$ cat src/rtl/tod_pkg.sv
package tod_pkg;
  localparam int NS_W    = 40;
  localparam int REG_W   = 32;
  localparam int STEP_NS = 8;

  typedef enum logic [1:0] {
    ADR_FRAC = 2'd0,
    ADR_NSLO = 2'd1,
    ADR_NSHI = 2'd2,
    ADR_RATE = 2'd3
  } tod_addr_e;
endpackage

$ cat src/rtl/tod_accum.sv
module tod_accum #(
  parameter int NS_W    = 40,
  parameter int FRAC_W  = 32,
  parameter int STEP_NS = 8,
  localparam int MAG_W  = FRAC_W - 1
) (
  input  logic              clk_i,
  input  logic              rst_ni,
  input  logic              load_i,
  input  logic [NS_W-1:0]   load_ns_i,
  input  logic [MAG_W-1:0]  mag_i,
  input  logic              neg_i,
  output logic [NS_W-1:0]   ns_o,
  output logic [FRAC_W-1:0] frac_o
);
  localparam logic [NS_W-1:0] STEP_V = NS_W'(STEP_NS);
  localparam logic [NS_W-1:0] ONE_V  = NS_W'(1);

  logic [NS_W-1:0]   ns_q, ns_d;
  logic [FRAC_W-1:0] frac_q, frac_d;
  logic [FRAC_W:0]   sum_w, dif_w;
  logic              up, dn;

  always_comb begin
    sum_w = {1'b0, frac_q} + {2'b00, mag_i};
    dif_w = {1'b0, frac_q} - {2'b00, mag_i};
    if (neg_i) begin
      frac_d = dif_w[FRAC_W-1:0];
      up     = 1'b0;
      dn     = dif_w[FRAC_W];
    end else begin
      frac_d = sum_w[FRAC_W-1:0];
      up     = sum_w[FRAC_W];
      dn     = 1'b0;
    end
    ns_d = ns_q + STEP_V + {{(NS_W-1){1'b0}}, up} - {{(NS_W-1){1'b0}}, dn};
  end

  always_ff @(posedge clk_i or negedge rst_ni) begin
    if (!rst_ni) begin
      ns_q   <= '0;
      frac_q <= '0;
    end else if (load_i) begin
      ns_q   <= load_ns_i;
      frac_q <= '0;
    end else begin
      ns_q   <= ns_d;
      frac_q <= frac_d;
    end
  end

  assign ns_o   = ns_o_w();
  assign frac_o = frac_q;

  function automatic logic [NS_W-1:0] ns_o_w();
    return ns_q;
  endfunction


  step_nominal_chk: assert property (@(posedge clk_i) disable iff (!rst_ni)
    (!load_i && mag_i == '0) |=> (ns_q - $past(ns_q)) == STEP_V);


  step_range_chk: assert property (@(posedge clk_i) disable iff (!rst_ni)
    !load_i |=> ((ns_q - $past(ns_q)) == STEP_V) ||
                ((ns_q - $past(ns_q)) == STEP_V + ONE_V) ||
                ((ns_q - $past(ns_q)) == STEP_V - ONE_V));


  neg_no_gain_chk: assert property (@(posedge clk_i) disable iff (!rst_ni)
    (!load_i && neg_i) |=> (ns_q - $past(ns_q)) != STEP_V + ONE_V);


  load_val_chk: assert property (@(posedge clk_i) disable iff (!rst_ni)
    load_i |=> ns_q == $past(load_ns_i));


  load_clr_chk: assert property (@(posedge clk_i) disable iff (!rst_ni)
    load_i |=> frac_q == '0);
endmodule

$ cat src/rtl/tod_shadow.sv
module tod_shadow #(
  parameter int NS_W  = 40,
  parameter int REG_W = 32
) (
  input  logic             clk_i,
  input  logic             rst_ni,
  input  logic             snap_en_i,
  input  logic [NS_W-1:0]  ns_i,
  input  logic             stage_en_i,
  input  logic [REG_W-1:0] stage_d_i,
  output logic [NS_W-1:0]  snap_o,
  output logic [REG_W-1:0] stage_o
);
  logic [NS_W-1:0]  snap_q;
  logic [REG_W-1:0] stage_q;

  always_ff @(posedge clk_i or negedge rst_ni) begin
    if (!rst_ni) begin
      snap_q  <= '0;
      stage_q <= '0;
    end else begin
      if (snap_en_i)  snap_q  <= ns_i;
      if (stage_en_i) stage_q <= stage_d_i;
    end
  end

  assign snap_o  = snap_q;
  assign stage_o = stage_q;


  snap_take_chk: assert property (@(posedge clk_i) disable iff (!rst_ni)
    snap_en_i |=> snap_q == $past(ns_i));


  snap_hold_chk: assert property (@(posedge clk_i) disable iff (!rst_ni)
    !snap_en_i |=> $stable(snap_q));


  stage_hold_chk: assert property (@(posedge clk_i) disable iff (!rst_ni)
    !stage_en_i |=> $stable(stage_q));
endmodule

$ cat src/rtl/ptp_tod_counter.sv
module ptp_tod_counter #(
  parameter int NS_W    = tod_pkg::NS_W,
  parameter int REG_W   = tod_pkg::REG_W,
  parameter int STEP_NS = tod_pkg::STEP_NS
) (
  input  logic             clk_i,
  input  logic             rst_ni,
  input  logic             req_i,
  input  logic             we_i,
  input  logic [1:0]       addr_i,
  input  logic [REG_W-1:0] wdata_i,
  output logic [REG_W-1:0] rdata_o
);
  import tod_pkg::*;

  localparam int FRAC_W = REG_W;
  localparam int MAG_W  = REG_W - 1;
  localparam int HI_W   = NS_W - REG_W;

  tod_addr_e        adr;
  logic             rd_frac, wr_lo, wr_hi, wr_rate, rd_any;
  logic [REG_W-1:0] rate_q, rdata_q, rdata_d;
  logic [NS_W-1:0]  ns_w, snap_w, load_ns;
  logic [FRAC_W-1:0] frac_w;
  logic [REG_W-1:0] stage_w;

  assign adr     = tod_addr_e'(addr_i);
  assign rd_any  = req_i && !we_i;
  assign rd_frac = rd_any && adr == ADR_FRAC;
  assign wr_lo   = req_i && we_i && adr == ADR_NSLO;
  assign wr_hi   = req_i && we_i && adr == ADR_NSHI;
  assign wr_rate = req_i && we_i && adr == ADR_RATE;
  assign load_ns = {wdata_i[HI_W-1:0], stage_w};

  tod_accum #(.NS_W(NS_W), .FRAC_W(FRAC_W), .STEP_NS(STEP_NS)) u_accum (
    .clk_i     (clk_i),
    .rst_ni    (rst_ni),
    .load_i    (wr_hi),
    .load_ns_i (load_ns),
    .mag_i     (rate_q[MAG_W-1:0]),
    .neg_i     (rate_q[REG_W-1]),
    .ns_o      (ns_w),
    .frac_o    (frac_w)
  );

  tod_shadow #(.NS_W(NS_W), .REG_W(REG_W)) u_shadow (
    .clk_i      (clk_i),
    .rst_ni     (rst_ni),
    .snap_en_i  (rd_frac),
    .ns_i       (ns_w),
    .stage_en_i (wr_lo),
    .stage_d_i  (wdata_i),
    .snap_o     (snap_w),
    .stage_o    (stage_w)
  );

  always_comb begin
    unique case (adr)
      ADR_FRAC: rdata_d = frac_w;
      ADR_NSLO: rdata_d = snap_w[REG_W-1:0];
      ADR_NSHI: rdata_d = {{(REG_W-HI_W){1'b0}}, snap_w[NS_W-1:REG_W]};
      default:  rdata_d = rate_q;
    endcase
  end

  always_ff @(posedge clk_i or negedge rst_ni) begin
    if (!rst_ni) begin
      rate_q  <= '0;
      rdata_q <= '0;
    end else begin
      if (wr_rate) rate_q  <= wdata_i;
      if (rd_any)  rdata_q <= rdata_d;
    end
  end

  assign rdata_o = rdata_q;


  hi_zero_chk: assert property (@(posedge clk_i) disable iff (!rst_ni)
    (rd_any && adr == ADR_NSHI) |=> rdata_o[REG_W-1:HI_W] == '0);


  rate_wr_chk: assert property (@(posedge clk_i) disable iff (!rst_ni)
    wr_rate |=> rate_q == $past(wdata_i));


  rate_hold_chk: assert property (@(posedge clk_i) disable iff (!rst_ni)
    !wr_rate |=> $stable(rate_q));


  rd_lat_chk: assert property (@(posedge clk_i) disable iff (!rst_ni)
    (rd_any && adr == ADR_RATE && !wr_rate) |=> rdata_o == rate_q);
endmodule

$ cat config.mk
export PLATFORM = sky130hd
export DESIGN_NAME = ptp_tod_counter
export DESIGN_NICKNAME = d
export VERILOG_FILES = /design/src/rtl/tod_pkg.sv /design/src/rtl/tod_accum.sv /design/src/rtl/tod_shadow.sv /design/src/rtl/ptp_tod_counter.sv
export SDC_FILE = /design/constraint.sdc
export NUM_CORES = 1
export LEC_CHECK = 0
export ABC_AREA = 0
export CAP_MARGIN = 15
export CORE_MARGIN = 1.5
export CORE_UTILIZATION = 55
export DETAILED_ROUTE_END_ITERATION = 10
export DONT_BUFFER_PORTS = 1
export PLACE_DENSITY = 0.81
export SLEW_MARGIN = 20
export SYNTH_ARGS = -nofsm -noshare
export SYNTH_HDL_FRONTEND = slang
export SYNTH_SLANG_ARGS = --single-unit
$ cat constraint.sdc
create_clock -name clk_i -period 12 [get_ports clk_i]
set_clock_uncertainty 0.1 [all_clocks]
set_input_delay 1.2 -clock clk_i [delete_from_list [all_inputs] [get_ports clk_i]]
set_output_delay 1.2 -clock clk_i [all_outputs]
set_load 0.01 [all_outputs]
# --- Yosys cells after proc, flatten, opt, wreduce, memory -nomap -nowiden ---
# Cells that the tools add are included.
op_classes:
  n_addsub: 5
  eq_ne: 3
  n_mux: 6
  reduce_logical: 8
op_table:
  columns: ["cell", "count"]
  rows:
  - ["$pmux 32 s3", 1]
  - ["$mux 32", 2]
  - ["$add 40x1->40", 1]
  - ["$add 40x4->40 const B", 1]
  - ["$mux 40", 1]
  - ["$sub 40x1->40", 1]
  - ["$add 32x31->33", 1]
  - ["$sub 32x31->33", 1]
  - ["$logic_and 1x1->1", 6]
  - ["$eq 2x2->1 const B", 2]
  - ["$eq 2x1->1 const B", 1]
  - ["$logic_not 2->1", 1]
  - ["$mux 1", 2]
  - ["$logic_not 1->1", 1]
word_totals:
  register_bits: 208
  in_bits: 38
  out_inout_bits: 32
  word_cells: 28

# --- Depth between registers and ports, before layout ---
depth:
  ltp_word: 5
  ltp_mapped: 25
  depth_no_buf: 25

# --- Modules after synthesis ---
# From an unflattened synthesis, not the netlist that was laid out.
hier_totals:
  cells_unflattened: 1469
  area_unflattened_um2: 14081.0
modules_own_cells:
  columns: ["module", "instances", "cells_per_inst", "area_per_inst_um2", "seq_area_each_um2"]
  rows:
  - ["tod_accum", 1, 1083, 8202.9, 1801.7]
  - ["ptp_tod_counter", 1, 234, 3051.7, 1601.5]
  - ["tod_shadow", 1, 152, 2826.5, 1801.7]

# --- Worst setup path after synthesis ---
# OpenSTA, ideal clock, no wires.
synth_path:
  kind: "reg-to-reg"
  from: "reg rate_q[17]"
  to: "reg u_accum.ns_q[36], in the netlist u_accum.ns_o[36]"
  setup_ns: 0.083
  t_arrival_ns: 4.692
  required_time_ns: 11.817
  path_slack_ns: 7.125
  stages_incl_launch_ff: 25
  n_path_buf: 1
  period_less_slack_ns: 4.875
  path_cell_list: "dfrtp_1 inv_1 ha_1 buf_6 a21oi_2 o31ai_1 or4b_1 a311oi_2 o31ai_1 a41o_1 a211oi_1 ha_1 inv_1 ha_1 inv_1 fa_1 nor2b_1 o31ai_1 a21o_1 a21oi_2 a21o_1 a32o_1 a21oi_1 xor2_1 o21ai_0"
synth_via:
  elab_chain_cells: 5
  word_cells_on_any_way: 7
  cone_classes: "4 x add/sub; 3 x mux"
synth_rtl:
  columns: ["element", "line_no", "text"]
  rows:
  - ["start, declared", "ptp_tod_counter.sv:22", "logic [REG_W-1:0] rate_q, rdata_q, rdata_d;"]
  - ["start signal, assigned", "ptp_tod_counter.sv:71", "if (wr_rate) rate_q <= wdata_i;"]
  - ["$add 32x31->33", "tod_accum.sv:25", "sum_w = {1'b0, frac_q} + {2'b00, mag_i};"]
  - ["$mux 1", "tod_accum.sv:27", "if (neg_i) begin"]
  - ["$add 40x1->40", "tod_accum.sv:36", "ns_d = ns_q + STEP_V + {{(NS_W-1){1'b0}}, up} - {{(NS_W-1){1'b0}}, dn};"]
  - ["$sub 40x1->40 (*)", "tod_accum.sv:36", null]
  - ["$mux 40 (*)", "tod_accum.sv:43", "end else if (load_i) begin"]
  - ["end signal, assigned", "tod_accum.sv:44", "ns_q <= load_ns_i;"]
  - ["end signal, assigned", "tod_accum.sv:47", "ns_q <= ns_d;"]
  - ["end, declared", "tod_accum.sv:19", "logic [NS_W-1:0] ns_q, ns_d;"]
# Every way passes the cells marked *; elsewhere a longest branch is shown, timed or not.
# A chain may end at the register's enable or synchronous reset.

# --- Final worst setup path ---
layout_path:
  from: "reg rate_q[12]"
  to: "reg u_accum.ns_q[31], in the netlist u_accum.ns_o[31]"
# Same word-level chain as after synthesis.

==> flow_summary.toml <==
[status]
status = "finished clean"

[placement]
dp_hpwl_um = 27900
port_buffers = 0
routabilityCongestion = 0.934

[cells_and_area]
area_delta_synth_final_pct = 6.86
final_nets = 1576
utilization_pct = 59.4
fillers = 2115
diodes = 0
layout-drive-gt1-share_pct = 14.1

[routing]
vias = 11075
viasPerCell = 6.22
first_pass_iters = 5
drc = 0
drt_iter0_drc = 810
final_antenna_net_count = 0
post_drt_wl_per_cell_um = 21.5
drt-total-wl_um = 38300

[yosys]
ys.flop_type = "dfrtp_1"
syn_avg_cell_area_um2 = 9.42
synth_top_area_share_pct = 37.4
synth-seq-area-share_pct = 37.4
postSynthCellCount = 1477
yosysWarningCount = 0
syn_area_mm2 = 0.0139
yosys-top-cells-area = "dfrtp_1 37%, ha_1 9.3%, mux2_2 9.1%"
ys_seq_elements = 208
synth_edf_count = 0
ys_async_sr_fraction_pct = 100
syn_nets = 1621
yosys.area.top_type = "dfrtp_1"
yosysUniqueCellTypes = 85

[floorplanning]
fp.dieH_um = 162
num_io_pins = 70
core_area_mm2 = 0.0250
start_util_pct = 55.6
die_w_um = 162
rows = 58
die_area_mm2 = 0.0263

[sta]
slew_viol_final = 0
worstMarginPinSlew_ns = 0.818
tns_ns = 0
fin_crit_ns = 5.96
rsz0062_at_grt = "no"
max_freq_ghz = 0.168
hold_viol = 0
min_period_over_period_pct = 49.7
setup_viol = 0
maxSlewHeadroom_pct = 44.1

[setup_path]
start_kind = "flip-flop"
crit_chain = "inv_1 > ha_1 > a21oi_1 > nand2_1 > or4b_1 > a311oi_2 > o31ai_1 > a41o_1 > a211oi_1 > ha_1 > inv_1 > ha_1 > a211o_1 > a211oi_2 > a211oi_1 > o21ai_1 > o21ai_1 > a21o_1 > a31oi_1 > xor2_1 > a21oi_1"
crit_fanout = 13
cp_num_buf_inv = 2
crit_top_cell = "ha_1"
cp-end-kind = "flip-flop"
worst_path_largest_cell_delay_ns = 0.50
crit_path_top_delay_cell = "or4b_1"
crit_family = "compound AO/OA/AOI/OAI gates"
worstPathArrival_ns = 6.24
path_class = "flip-flop to flip-flop"
required_ns = 12.28

[global_route]
grt_pass1_vias = 10948
grt_max_degree = 209
grt_overflow = 0
grt_pass1_wl_um = 60300
track_usage_pct = 29.4
antenna_found_initial = 0

[power]
p_per_area_mw_per_mm2 = 334
vdd_drop_max_v = 0.000182
p_leak_nw = 6.78
power_mw = 4.97

[clock_tree]
ctsHoldBuffers = 0
cts_buffer_depth = 3
cts.repair.resized = 0
h-tree-depth = 1
cts_tree = "yes"
post-cts-setup-buffers = 0
clockRootBuffer = "clkbuf_16"
clkLatencyLatePin_ns = 0.53
clk_pin_slew_worst_paths_ns = 0.07
clock_sinks = 208
cts_buffers = 24

[min_path]
hp-class = "input port to async pin"

[flow_run]
maxCapViolCount = 0
==> kinds of logic after synthesis <==
kind of cell    Yosys count  share of synthesized area (%)
mux                     150                           12.5
simple gates            349                           11.7
compound gates          413                           19.3
xor+xnor                 61                           3.84
fa+ha+maj               106                           9.70
flops                   208                           37.4
buf+inv                 190                           5.53
==> registers in the layout, indices dropped and copies added (netlist names) <==
register	cells
u_accum.ns_o	40
u_shadow.snap_o	40
rate_q	32
rdata_o	32
u_accum.frac_o	32
u_shadow.stage_o	32
==> cell usage in the layout (no fill, tap or decap), types with 9 or more instances in the layout <==
master / netlist / layout
nor3_1: 14 / 14
o21a_1: 14 / 14
inv_1: 108 / 108
o21ai_0: 63 / 63
a21oi_1: 163 / 163
a211oi_1: 18 / 18
o21bai_1: 12 / 12
clkbuf_16: 0 / 25
xnor2_1: 41 / 41
nand2_1: 61 / 61
a31oi_1: 13 / 13
xor2_1: 20 / 20
nor2b_1: 15 / 14
nand2b_1: 13 / 13
mux2i_1: 30 / 30
nand3_1: 21 / 21
nor2_1: 164 / 164
and3_1: 11 / 11
a21o_1: 40 / 40
o31ai_1: 11 / 11
mux2_2: 112 / 112
nand4_1: 9 / 9
ha_1: 103 / 103
dfrtp_1: 208 / 208
==> final timing paths <==
check / from / to / slack [ns] / cells past startpoint
setup / recovery: rate_q[12] / u_accum.ns_o[31] / 6.04 / 21
hold / removal: rst_ni / rate_q[19] / 0.27 / 0
setup reg to reg: rate_q[12] / u_accum.ns_o[31] / 6.04 / 21
hold reg to reg: u_shadow.stage_o[17] / u_accum.ns_o[17] / 0.39 / 2
max in group asynchronous: rst_ni / u_accum.frac_o[3] / 11.11 / 0
min in group clk_i: u_shadow.stage_o[17] / u_accum.ns_o[17] / 0.39 / 2
==> per-layer routing <==
| layer | global-route usage [%] | wire length [um] |
|---|---|---|
| met1 | 40.4 | 16500 |
| met2 | 47.6 | 17900 |
| met3 | 4.98 | 2900 |
| met4 | 9.01 | 1060 |
| met5 | 0 | 0 |
==> report_power, final <==
group          switching, mW  leakage [nW]  internal (mW)
logic                   1.68          3.93           1.24
clock network          0.308         0.384          0.443
registers              0.290          2.47           1.01
total                   2.28          6.78           2.69
==> through the flow <==
stage	instances	worst slack [ns]	area (um^2)	hold slack [ns]
2_1_floorplan	1477	7.13	13900	0.333
3_3_place_gp	1736	6.37	14000	0.355
3_5_place_dp	1736	6.13	14000	0.367
4_1_cts	1780	6.10	14900	0.254
5_1_grt	1780	5.58	14900	0.257
6_report	1780	6.04	14900	0.274
==> cell type report <==
cell class	instances	area [um^2]	share of cell area (%)
Clock buffer	35	723	4.86
Clock inverter	9	93.8	0.631
Inverter	111	419	2.82
Multi-Input combinational cell	1079	7950	53.5
Sequential cell	208	5200	35.0
Tap cell	330	413	2.78
Timing Repair Buffer	8	60.1	0.404
==> synthesized netlist by cell type (9+ instances only) <==
master and instances:
a211oi_1 18, a21o_1 40, a21oi_1 163, a31oi_1 13, and3_1 11, buf_1 10
buf_2 10, clkbuf_1 51, dfrtp_1 208, ha_1 103, inv_1 108, mux2_2 112
mux2i_1 30, nand2_1 61, nand2b_1 13, nand3_1 21, nand4_1 9, nor2_1 164
nor2b_1 15, nor3_1 14, o21a_1 14, o21ai_0 63, o21bai_1 12, o31ai_1 11
xnor2_1 41, xor2_1 20
Note: power is estimated with default switching activity, not from simulation.
